[src/rtl/i2c_cond_gen.sv]
module i2c_cond_gen #(
  parameter int STD_SETUP  = 20,
  parameter int STD_HOLD   = 20,
  parameter int STD_BB     = 12,
  parameter int STD_HALF   = 20,
  parameter int FAST_SETUP = 10,
  parameter int FAST_HOLD  = 10,
  parameter int FAST_BB    = 6,
  parameter int FAST_HALF  = 10
) (
  input  logic       clk,
  input  logic       rst_n,
  input  logic       if_en,
  input  logic       fast_mode,
  input  logic       wr_en,
  input  logic [7:0] wr_data,
  input  logic       al_in,
  input  logic       aas_in,
  input  logic       ad0_in,
  input  logic       lrb_in,
  output logic       scl_oe,
  output logic       sda_oe,
  output logic [2:0] bit_cnt,
  output logic [7:0] status
);

  localparam int CW = $clog2(STD_SETUP + STD_HOLD + STD_BB + STD_HALF +
                             FAST_SETUP + FAST_HOLD + FAST_BB + FAST_HALF + 1);

  typedef enum logic [1:0] {ST_IDLE, ST_SETUP, ST_HOLD, ST_BYTE} st_t;

  st_t          st;
  logic         is_start, ph_high, hold_low, fast_q;
  logic         mst, trx, bb, pin, bb_pend, bb_tgt;
  logic [CW-1:0] cnt, bb_cnt;

  wire seq_busy = (st != ST_IDLE) || bb_pend;
  wire wr_ok    = wr_en && if_en && !seq_busy;
  wire go_start = wr_ok && (wr_data[7:5] == 3'b111) && !bb;
  wire go_stop  = wr_ok && (wr_data[7:5] == 3'b110) && bb;
  wire go       = go_start || go_stop;

  wire [CW-1:0] t_setup = fast_q ? CW'(FAST_SETUP) : CW'(STD_SETUP);
  wire [CW-1:0] t_hold  = fast_q ? CW'(FAST_HOLD)  : CW'(STD_HOLD);
  wire [CW-1:0] t_half  = fast_q ? CW'(FAST_HALF)  : CW'(STD_HALF);
  wire [CW-1:0] t_go_su = fast_mode ? CW'(FAST_SETUP) : CW'(STD_SETUP);
  wire [CW-1:0] t_go_bb = fast_mode ? CW'(FAST_BB)    : CW'(STD_BB);

  assign sda_oe = (st == ST_SETUP && !is_start) || (st == ST_HOLD && is_start);
  assign scl_oe = (st == ST_BYTE && !ph_high) || (st == ST_IDLE && hold_low);
  assign status = {mst, trx, bb, pin, al_in, aas_in, ad0_in, lrb_in};

  always_ff @(posedge clk or negedge rst_n) begin
    if (!rst_n) begin
      st       <= ST_IDLE;
      cnt      <= '0;
      is_start <= 1'b0;
      ph_high  <= 1'b0;
      hold_low <= 1'b0;
      fast_q   <= 1'b0;
      bit_cnt  <= 3'd0;
      mst      <= 1'b0;
      trx      <= 1'b0;
      pin      <= 1'b1;
    end else begin
      if (wr_ok) begin
        mst <= wr_data[7];
        trx <= wr_data[6];
        pin <= 1'b1;
      end
      case (st)
        ST_IDLE: if (go) begin
          st       <= ST_SETUP;
          cnt      <= t_go_su - CW'(1);
          is_start <= go_start;
          fast_q   <= fast_mode;
          if (go_start) bit_cnt <= 3'd0;
        end
        ST_SETUP: if (cnt == '0) begin
          st  <= ST_HOLD;
          cnt <= t_hold - CW'(1);
        end else cnt <= cnt - CW'(1);
        ST_HOLD: if (cnt == '0) begin
          if (is_start) begin
            st      <= ST_BYTE;
            cnt     <= t_half - CW'(1);
            ph_high <= 1'b0;
          end else begin
            st       <= ST_IDLE;
            hold_low <= 1'b0;
          end
        end else cnt <= cnt - CW'(1);
        ST_BYTE: if (cnt == '0) begin
          cnt <= t_half - CW'(1);
          if (!ph_high) ph_high <= 1'b1;
          else begin
            ph_high <= 1'b0;
            bit_cnt <= bit_cnt + 3'd1;
            if (bit_cnt == 3'd7) begin
              st       <= ST_IDLE;
              hold_low <= 1'b1;
              pin      <= 1'b0;
            end
          end
        end else cnt <= cnt - CW'(1);
        default: st <= ST_IDLE;
      endcase
    end
  end

  always_ff @(posedge clk or negedge rst_n) begin
    if (!rst_n) begin
      bb      <= 1'b0;
      bb_pend <= 1'b0;
      bb_tgt  <= 1'b0;
      bb_cnt  <= '0;
    end else if (go) begin
      bb_pend <= 1'b1;
      bb_tgt  <= go_start;
      bb_cnt  <= t_go_bb;
    end else if (bb_pend) begin
      if (bb_cnt == CW'(1)) begin
        bb      <= bb_tgt;
        bb_pend <= 1'b0;
      end else bb_cnt <= bb_cnt - CW'(1);
    end
  end

  p_sda_low_scl_high_r2: assert property (@(posedge clk) disable iff (!rst_n)
    $rose(sda_oe) |-> !scl_oe);

  p_bb_only_timer_r4: assert property (@(posedge clk) disable iff (!rst_n)
    !bb_pend |=> $stable(bb));

  p_bb_set_start_r1: assert property (@(posedge clk) disable iff (!rst_n)
    $rose(bb) |-> (st != ST_IDLE) && is_start);

  p_bb_clr_stop_r3: assert property (@(posedge clk) disable iff (!rst_n)
    $fell(bb) |-> (st != ST_IDLE) && !is_start);

  p_pin_after_byte_r7: assert property (@(posedge clk) disable iff (!rst_n)
    $fell(pin) |-> scl_oe && (bit_cnt == 3'd0));

  p_busy_write_ignored_r10: assert property (@(posedge clk) disable iff (!rst_n)
    (wr_en && st != ST_IDLE) |=> $stable(mst) && $stable(trx));

endmodule

[config.mk]
export PLATFORM = sky130hd
export DESIGN_NAME = i2c_cond_gen
export DESIGN_NICKNAME = d
export VERILOG_FILES = /design/src/rtl/i2c_cond_gen.sv
export SDC_FILE = /design/constraint.sdc
export NUM_CORES = 1
export LEC_CHECK = 0
export BUFFER_PORTS_ARGS = -buffer_cell sky130_fd_sc_hd__buf_2
export CAP_MARGIN = 20
export CORE_MARGIN = 2
export CORE_UTILIZATION = 55
export DETAILED_ROUTE_END_ITERATION = 8
export GPL_TIMING_DRIVEN = 0
export PLACE_DENSITY = 0.8
export RECOVER_POWER = 50
export SLEW_MARGIN = 20
export SYNTH_ARGS = -nofsm -noshare
export SYNTH_HDL_FRONTEND = slang
export SYNTH_SLANG_ARGS = --single-unit
[constraint.sdc]
create_clock -name clk -period 2.5 [get_ports clk]
set_clock_uncertainty 0.2 [all_clocks]
set_input_delay 0 -clock clk [delete_from_list [all_inputs] [get_ports clk]]
set_output_delay 0 -clock clk [all_outputs]
set_load 0.01 [all_outputs]
Yosys cells after proc, flatten, opt, wreduce, memory -nomap -nowiden:

Cells that the tools add are included.

* flip-flop bits (word level): 29
* bits in latches: 0
* bits in writable memories: 0
* ROM bits: 0
* bits of input ports: 17
* output and inout port bits: 13
* logic and storage cells: 114
* memories: 0

* add/sub/neg operators: 5
* multiply operators: 0
* divide/modulo/power cells: 0
* magnitude comparators: 0
* equality and inequality tests: 18
* shift operators: 0
* mux-type cells: 43
* bitwise gates (word level): 1
* reduce and logical (&&, ||, !) cells: 33

Operators with widths (number)
* 2-to-1 mux 7 bit: 7
* one-hot mux 7 bit (3 select lines): 1
* 2-to-1 mux 1 bit: 17
* 2-to-1 mux 2 bit: 7
* subtractor 7 x 1 -> 7 bit (second input constant): 2
* 2-to-1 mux 3 bit: 4
* != test 2 bit (second input constant): 6
* AND reduction 6 bit: 2
* subtractor 5 x 1 -> 6 bit (second input constant): 2
* logical AND 1 bit: 10
* 2-to-1 mux 5 bit: 2
* == test 3 bit (second input constant): 3
* != test 2 x 1 -> 1 bit (second input constant): 4
* one-hot mux 2 bit (4 select lines): 1
* nonzero test 2 bit: 4
* == test 7 x 1 -> 1 bit (second input constant): 1
* logical NOT 7 bit: 1
* one-hot mux 3 bit (2 select lines): 1
* AND reduction 2 bit: 3
* AND reduction 5 bit: 1
* == test 2 bit (second input constant): 2
* logical NOT 1 bit: 4
* logical OR 1 bit: 4
* 2-to-1 mux 4 bit: 1
* other kinds (9): 10

Depth between registers and ports, before layout:

Gate-level depths: netlist (run 1).

* word-level depth: 9
* depth in mapped cells: 7
* depth with buffers taken out: 6

Worst setup path after synthesis (run 1):

OpenSTA, ideal clock, no wires.

* path kind: register to register
* from: reg cnt[0]
* to: reg cnt[3]
* setup time: 0.121 ns
* arrival time: 1.657 ns
* data required time: 2.179 ns
* setup slack: 0.523 ns
* stages on the path, launching flop included: 7
* path buffers: 0
* clock period less this slack: 1.977 ns
* path through: dfrtp_1 inv_1 ha_1 or4b_4 o31ai_4 a21oi_1 a22o_1

* cells in the longest elaborated chain, start to end: 3
* elaborated cells between the ends (all ways): 7
* classes of those cells: add/sub: 1; eq/ne: 1; mux: 3; reduce/logical: 2

Ends and longest elaborated chain
* start, declared: RTL line 35 `logic [CW-1:0] cnt, bb_cnt;`
* start signal, assigned: RTL line 74 `cnt <= t_go_su - CW'(1);`
* start signal, assigned: RTL line 81 `cnt <= t_hold - CW'(1);`
* start signal, assigned: RTL line 82 `end else cnt <= cnt - CW'(1);`
* subtractor 7 x 1 -> 7 bit / logical NOT 7 bit (equally long branches)
* 2-to-1 mux 7 bit, or another cell as far along: RTL line 79, 93
* one-hot mux 7 bit (3 select lines) / AND reduction 2 bit (equally long branches)

Parallel ways exist; a longest one is shown, timed or not.
A chain may end at the register's enable or synchronous reset.

Final worst setup path (run 1):

Ends and elaborated chain as after synthesis.

==> metrics.txt, run 1 <==
outcome=finished, violations left; violated checks=max-capacitance violations, max-slew violations; CTS root buf=clkbuf_4; most numerous cell in the Yosys netlist=dfrtp_1; row count=20; Gate power share=0.442; critical path type=reg -> reg; synth top area cells=dfrtp_1, ha_1, buf_4; synth warn=0; CTS H-tree depth=2; Clock Path Buffers=2; Yosys reg bits=29; Cells after Synth=about 180; CP startpoint kind=flop; DR vias=~1500; # setup viols final=0; setup TNS=0 ns; prevailing post-synth register cell=dfrtp_1; clock power share=0.150; Tcrit/Tclk final=0.8616; Hold EP=cnt[4]; Fmax=~0.46 GHz; vias in the first global route=1417; Filler cells=266; Worst-path clk slew=approximately 0.10 ns; register area share after synthesis=0.4144; FF-to-FF End=cnt[3]; syn_nets=204; Num CTS Buffers=5; DRT Pass-1 Iters=4; I/O pin count=30; M1 WL=between 1500 and 2000 um; Area Growth Syn to Fin=16.83%; Synth area leader=dfrtp_1; post_cts resized=0; Layout Nets=between 200 and 250; crit end category=flop; Final Hold Viols=0; met3 wire len=about 150 um; Vias per Instance=roughly 5.8; gr usage total=0.2400; Die Y=approximately 60 um; RSZ-0062 raised after global routing=no; cell depth of the worst hold path=5; CTS tree=done; Hold Crit Start=if_en; area of the multi-input gates=about 910 sq um; initial DRC count=85; Synth top area share=0.3994; Slew HR=-0.04395; largest net degree at the start of global routing=30; number of enable flip-flop cells after synthesis=0; first-pass GRT wire length=6382 um; Slew Viols, Final=30; storage element area=slightly above 700 sq um; Remaining DRCs=0; WP data required=2.53 ns; PD cells=about 980 nW/um^2; share of layout cells above drive strength 1=0.1972; slowest stage delay, CP=around 0.53 ns; initial antenna violation count=0; Clock Latency Late Sink=approximately 0.34 ns; Hold Path Class=in -> reg; Max Cap Viol=1; DRT Wirelength=approximately 3800 um; asr flop ratio synth=1.000; wire length on met2=1985 um; # clock sinks=29; R2R setup slack=between 0.3 and 0.4 ns; core area=roughly 3100 sq um; highest routed layer=met4; min cycle time layout=between 2 and 2.5 ns; Die X=approximately 60 um; crit-path max FO=5; Cell Area, Synth=between 1500 and 2000 sq um; sequential share of power=0.408; I/O Buffers=20; DP Cell Count=between 200 and 250; Netlist cell types=49; WL/cell=around 14 um; die area=3657 sq um; CP Cell Sequence=inv_1, ha_1, or4b_4, o31ai_4, a21oi_1, a22o_1; Slowest-stage cell, CP=or4b_4; P_int=between 1000 and 1500 uW; Synth top cells by count=dfrtp_1, nor2_1, a21oi_1, nand2_1, o21ai_1; Net Switching=~830 uW; antenna-violating nets left=0; Sw Share=0.4152; maximum VDD drop=between 0.5 and 0.6 mV; r2r startpoint=cnt[0]; leak pwr=0.0008929 uW; initial core utilization=0.5746; post-route insts no fill=around 260; crit path DAT=approximately 2.2 ns; Worst R2R Path Depth=6; Ant. Diodes=0; worst slew pin tran=1.566 ns; DP HPWL=around 2800 um; synthesized area per cell=9.692 sq um; remaining global-route overflow=0; placer congestion estimate=a little over 0.9
## metal layers
layer,vias to the layer above,global-route usage
li1,730,-
met5,-,0
met2,43,0.4084
met4,0,0.1242
met3,8,0.06397
met1,742,0.2782
## power groups by stage
stage | logic (uW) | registers (uW) | clock network, uW
4_1_cts | 886 | 817 | 305
3_5_place_dp | 869 | 826 | 0
5_1_grt | 990 | 848 | 335
6_report | 888 | 820 | 302
2_1_floorplan | 693 | 777 | 0
3_3_place_gp | 836 | 806 | 0
## metrics by stage
| stage | utilization | setup WS (ns) | instance area (sq um) | power, uW | hold WS (ns) |
|---|---|---|---|---|---|
| 2_1_floorplan | - | 0.5225 | 1754 | 1470 | -0.4956 |
| 3_3_place_gp | 0.6254 | 0.3974 | 1909 | 1642 | -0.1434 |
| 3_5_place_dp | 0.6254 | 0.3647 | 1909 | 1695 | -0.1408 |
| 4_1_cts | 0.6742 | 0.3346 | 2058 | 2009 | 0.02709 |
| 5_1_grt | 0.6713 | 0.1707 | 2049 | 2173 | 0.1507 |
| 6_report | 0.6713 | 0.3461 | 2049 | 2011 | 0.1250 |
## logic make-up (layout without fill, tap and decap cells)
family,count (synthesis),count (layout),synth area share
mux,5,5,0.03138
buf+inv,21,58,0.06561
compound gates,54,54,0.2097
xor+xnor,6,6,0.02996
simple gates,60,60,0.2061
fa+ha+maj,6,6,0.04279
flops,29,29,0.4144
## what timing repair did
action	4_1_cts	5_1_grt
hold buffers	9	0
buffers inserted	0	0
endpoints found under the hold margin	41	0
## worst max-delay path, delay by kind of cell, from the launching register on
family / cells / cell delay (ns)
fa+ha+maj: 1 / 0.18
flops: 1 / 0.43
simple gates: 1 / 0.53
buf+inv: 1 / 0.10
compound gates: 3 / 0.61
## worst max path at each step
| stage | startpoint | endpoint | slack [ns] | depth (start not counted) |
|---|---|---|---|---|
| 3_3_place_gp | cnt[0] | bit_cnt[0] | 0.40 | 6 |
| 2_1_floorplan | cnt[0] | cnt[3] | 0.52 | 6 |
| 4_1_cts | cnt[0] | bit_cnt[0] | 0.33 | 6 |
| 3_5_place_dp | cnt[0] | cnt[3] | 0.36 | 6 |
| 6_report | cnt[0] | cnt[3] | 0.35 | 6 |
| 5_1_grt | cnt[0] | bit_cnt[0] | 0.17 | 6 |
## cell type report
class                           count  area share
Multi-Input combinational cell    131      0.4451
Sequential cell                    29      0.3547
Timing Repair Buffer               29     0.08852
Buffer                             12     0.03968
Clock buffer                        8     0.02869
Tap cell                           44     0.02686
Inverter                            9     0.01648
## layout by cell type (no fill, tap or decap), types with 2 or more instances in the layout
cell,count
a21oi_1,12
o2111ai_1,3
mux2_1,3
clkbuf_1,10
nand3b_1,2
buf_4,9
o22ai_1,2
inv_1,9
dfrtp_1,28
clkbuf_4,5
or3_1,3
nor3_1,5
xor2_1,2
o21ai_1,10
nand2_1,12
o211ai_1,2
nand2b_1,5
ha_1,6
nand3_1,4
xnor2_1,4
o31ai_1,3
buf_2,15
nor2_1,15
o21ai_0,7
dlygate4sd3_1,9
nor3b_1,2
or4_4,2
a22o_1,5
## sequential cells by signal, indices dropped and copies added, names as in the netlist
signal / count
bit_cnt: 3
ph_high: 1
hold_low: 1
is_start: 1
bb_pend: 1
cnt: 7
bb: 1
bb_cnt: 7
trx: 1
bb_tgt: 1
mst: 1
fast_q: 1
pin: 1
st: 2
Power figures use the tool's default switching activity.
==> run 2: changes to the inputs <==
CORE_MARGIN = 5   (was 2)
CORE_UTILIZATION = 42   (was 55)
CTS_BUF_LIST = sky130_fd_sc_hd__clkbuf_16   (was default)
PLACE_DENSITY = 0.65   (was 0.8)
==> metrics.txt, run 2 (synthesized netlist as in run 1, its figures left out) <==
outcome=finished, violations left; violated checks=max-capacitance violations, max-slew violations; worst slew pin tran=1.581 ns (+0.01555 ns); met3 GRT Util=0.04005 (-0.02391); setup TNS=0 ns (unchanged); Worst R2R Path Depth=6 (unchanged); R2R setup slack=0.37 ns (+0.03 ns); most common cell after layout, fill and taps aside=dfrtp_1; Layout Nets=240 (unchanged); remaining global-route overflow=0 (unchanged); Vias per Instance=5.340 (-8.1%); # setup viols final=0 (unchanged); Clock Path Buffers=2 (unchanged); placer congestion estimate=0.8033 (-11%); DP Worst Slack=0.3715 ns (+0.006768 ns); initial antenna violation count=0 (unchanged); DRT Wirelength=3719 um (-1.8%); maximum VDD drop=0.5731 mV (-1.5%); Remaining DRCs=0 (unchanged); Hold Path Class=in -> reg; RSZ-0062 raised after global routing=no; Num CTS Buffers=5 (unchanged); DP HPWL=2663 um (-3.2%); largest net degree at the start of global routing=30 (unchanged); Design Power=2244 uW (+12%); Tcrit/Tclk final=0.8510 (-0.01059); critical path type=reg -> reg; vias in the first global route=1405 (-0.85%); Final Hold Viols=0 (unchanged); commonest non-fill, non-tap cells in the layout=dfrtp_1, nor2_1, buf_2; GRT busiest layer=met2; leak pwr=0.0009245 uW (+3.5%); # clock sinks=29 (unchanged); die area=5569 sq um (+52%); gr usage total=0.1500 (-0.08992); Max Cap Viol=1 (unchanged); CTS H-tree depth=2 (unchanged); Die X=74.63 um (+23%); met2 Usage GRT=0.2556 (-0.1528); post-layout worst setup margin=0.3726 ns (+0.02648 ns); Die Y=74.63 um (+23%); Worst Setup SP=cnt[0]; min cycle time layout=2.127 ns (-0.02648 ns); initial DRC count=55 (-35%); PD cells=1051 nW/um^2 (+7.2%); I/O Buffers=20 (unchanged); WL/cell=13.88 um (-4.0%); share of layout cells above drive strength 1=0.1927 (-0.004587); global routing usage on met1=0.1906 (-0.08756); antenna-violating nets left=0 (unchanged); DRT Pass-1 Iters=4 (unchanged); Worst-path clk slew=0.05 ns (-0.05 ns); initial core utilization=0.4354 (-0.1392); Area Growth Syn to Fin=21.68%; Fmax=0.4701 GHz (+1.2%); crit end category=flop; I/O pin count=30 (unchanged); Slew HR=-0.05431 (-0.01036); row count=23 (+15%); Clock Latency Late Sink=0.27 ns (-0.07 ns); core area=4029 sq um (+32%); FF-to-FF End=bit_cnt[0]; Ant. Diodes=0 (unchanged); crit-path max FO=5 (unchanged); Filler cells=381 (+43%); CTS root buf=clkbuf_16; Largest regs=bb_cnt: 7 flops, cnt: 7 flops, bit_cnt: 3 flops; crit path DAT=2.09 ns (-0.09 ns); DR vias=1431 (-6.0%); post_cts resized=0 (unchanged); r2r startpoint=cnt[0]; first-pass GRT wire length=6437 um (+0.86%); WP data required=2.46 ns (-0.07 ns); Slew Viols, Final=30 (unchanged); CP startpoint kind=flop; CTS tree=done; CP endpoint=bit_cnt[0]
==> run 2: changes by cell type in the layout (fill, tap and decap cells not counted) <==
| cell | before | now |
|---|---|---|
| buf_2 | 15 | 14 |
| clkbuf_1 | 10 | 9 |
| clkbuf_16 | 0 | 5 |
| clkbuf_4 | 5 | 0 |
| clkbuf_8 | 1 | 0 |
| clkinv_1 | 0 | 2 |
| clkinv_2 | 0 | 1 |
==> run 2: layout make-up <==
class	count	area, sq um	share of cell area
repair buffers	29	180.2	0.08441
inverters	9	33.78	0.01583
flip-flops and latches	29	726.9	0.3406
plain buffers	12	81.33	0.03810
well taps	50	62.56	0.02931
multi-input cells	131	912.1	0.4273
clock buffers	5	125.1	0.05862
clock inverters	3	12.51	0.005862
==> run 2: where the power goes <==
group / switching [uW] / internal (uW)
clock network: 193 / 358
registers: 181 / 636
logic: 472 / 403
==> run 2: per-layer routing <==
metal  vias up  part of all wire
met5         -                 0
met4         0             0.011
met3         7             0.038
met2        24              0.48
met1       672              0.47
li1        728                 -
==> run 2: stage by stage <==
| step | instances | util | instance area (sq um) | hold WS, ns |
|---|---|---|---|---|
| floorplan | 181 | - | 1754 | -0.4956 |
| global placement | 251 | 0.4758 | 1917 | -0.1218 |
| detailed placement | 251 | 0.4758 | 1917 | -0.1182 |
| CTS | 268 | 0.5323 | 2145 | 0.1336 |
| global route | 268 | 0.5298 | 2135 | 0.2519 |
| finish | 268 | 0.5298 | 2135 | 0.1812 |
==> run 2: worst min path at each step <==
stage               start    endpoint  depth (start not counted)
global route        if_en      cnt[4]                          5
detailed placement  rst_n      cnt[5]                          1
global placement    rst_n      cnt[6]                          1
floorplan           rst_n          bb                          0
finish              if_en      cnt[4]                          5
CTS                 rst_n  bit_cnt[2]                          2
==> run 2: critical path: stages, from the launching register on <==
cell	delay, ns
dfrtp_1	0.41
inv_1	0.10
ha_1	0.19
or4b_4	0.52
nor3_1	0.16
o22ai_1	0.15
mux2_2	0.29
==> run 2: timing repair <==
action                    CTS  global route
buffers inserted            0             0
hold endpoints to repair   41             0
hold buffers                9             0
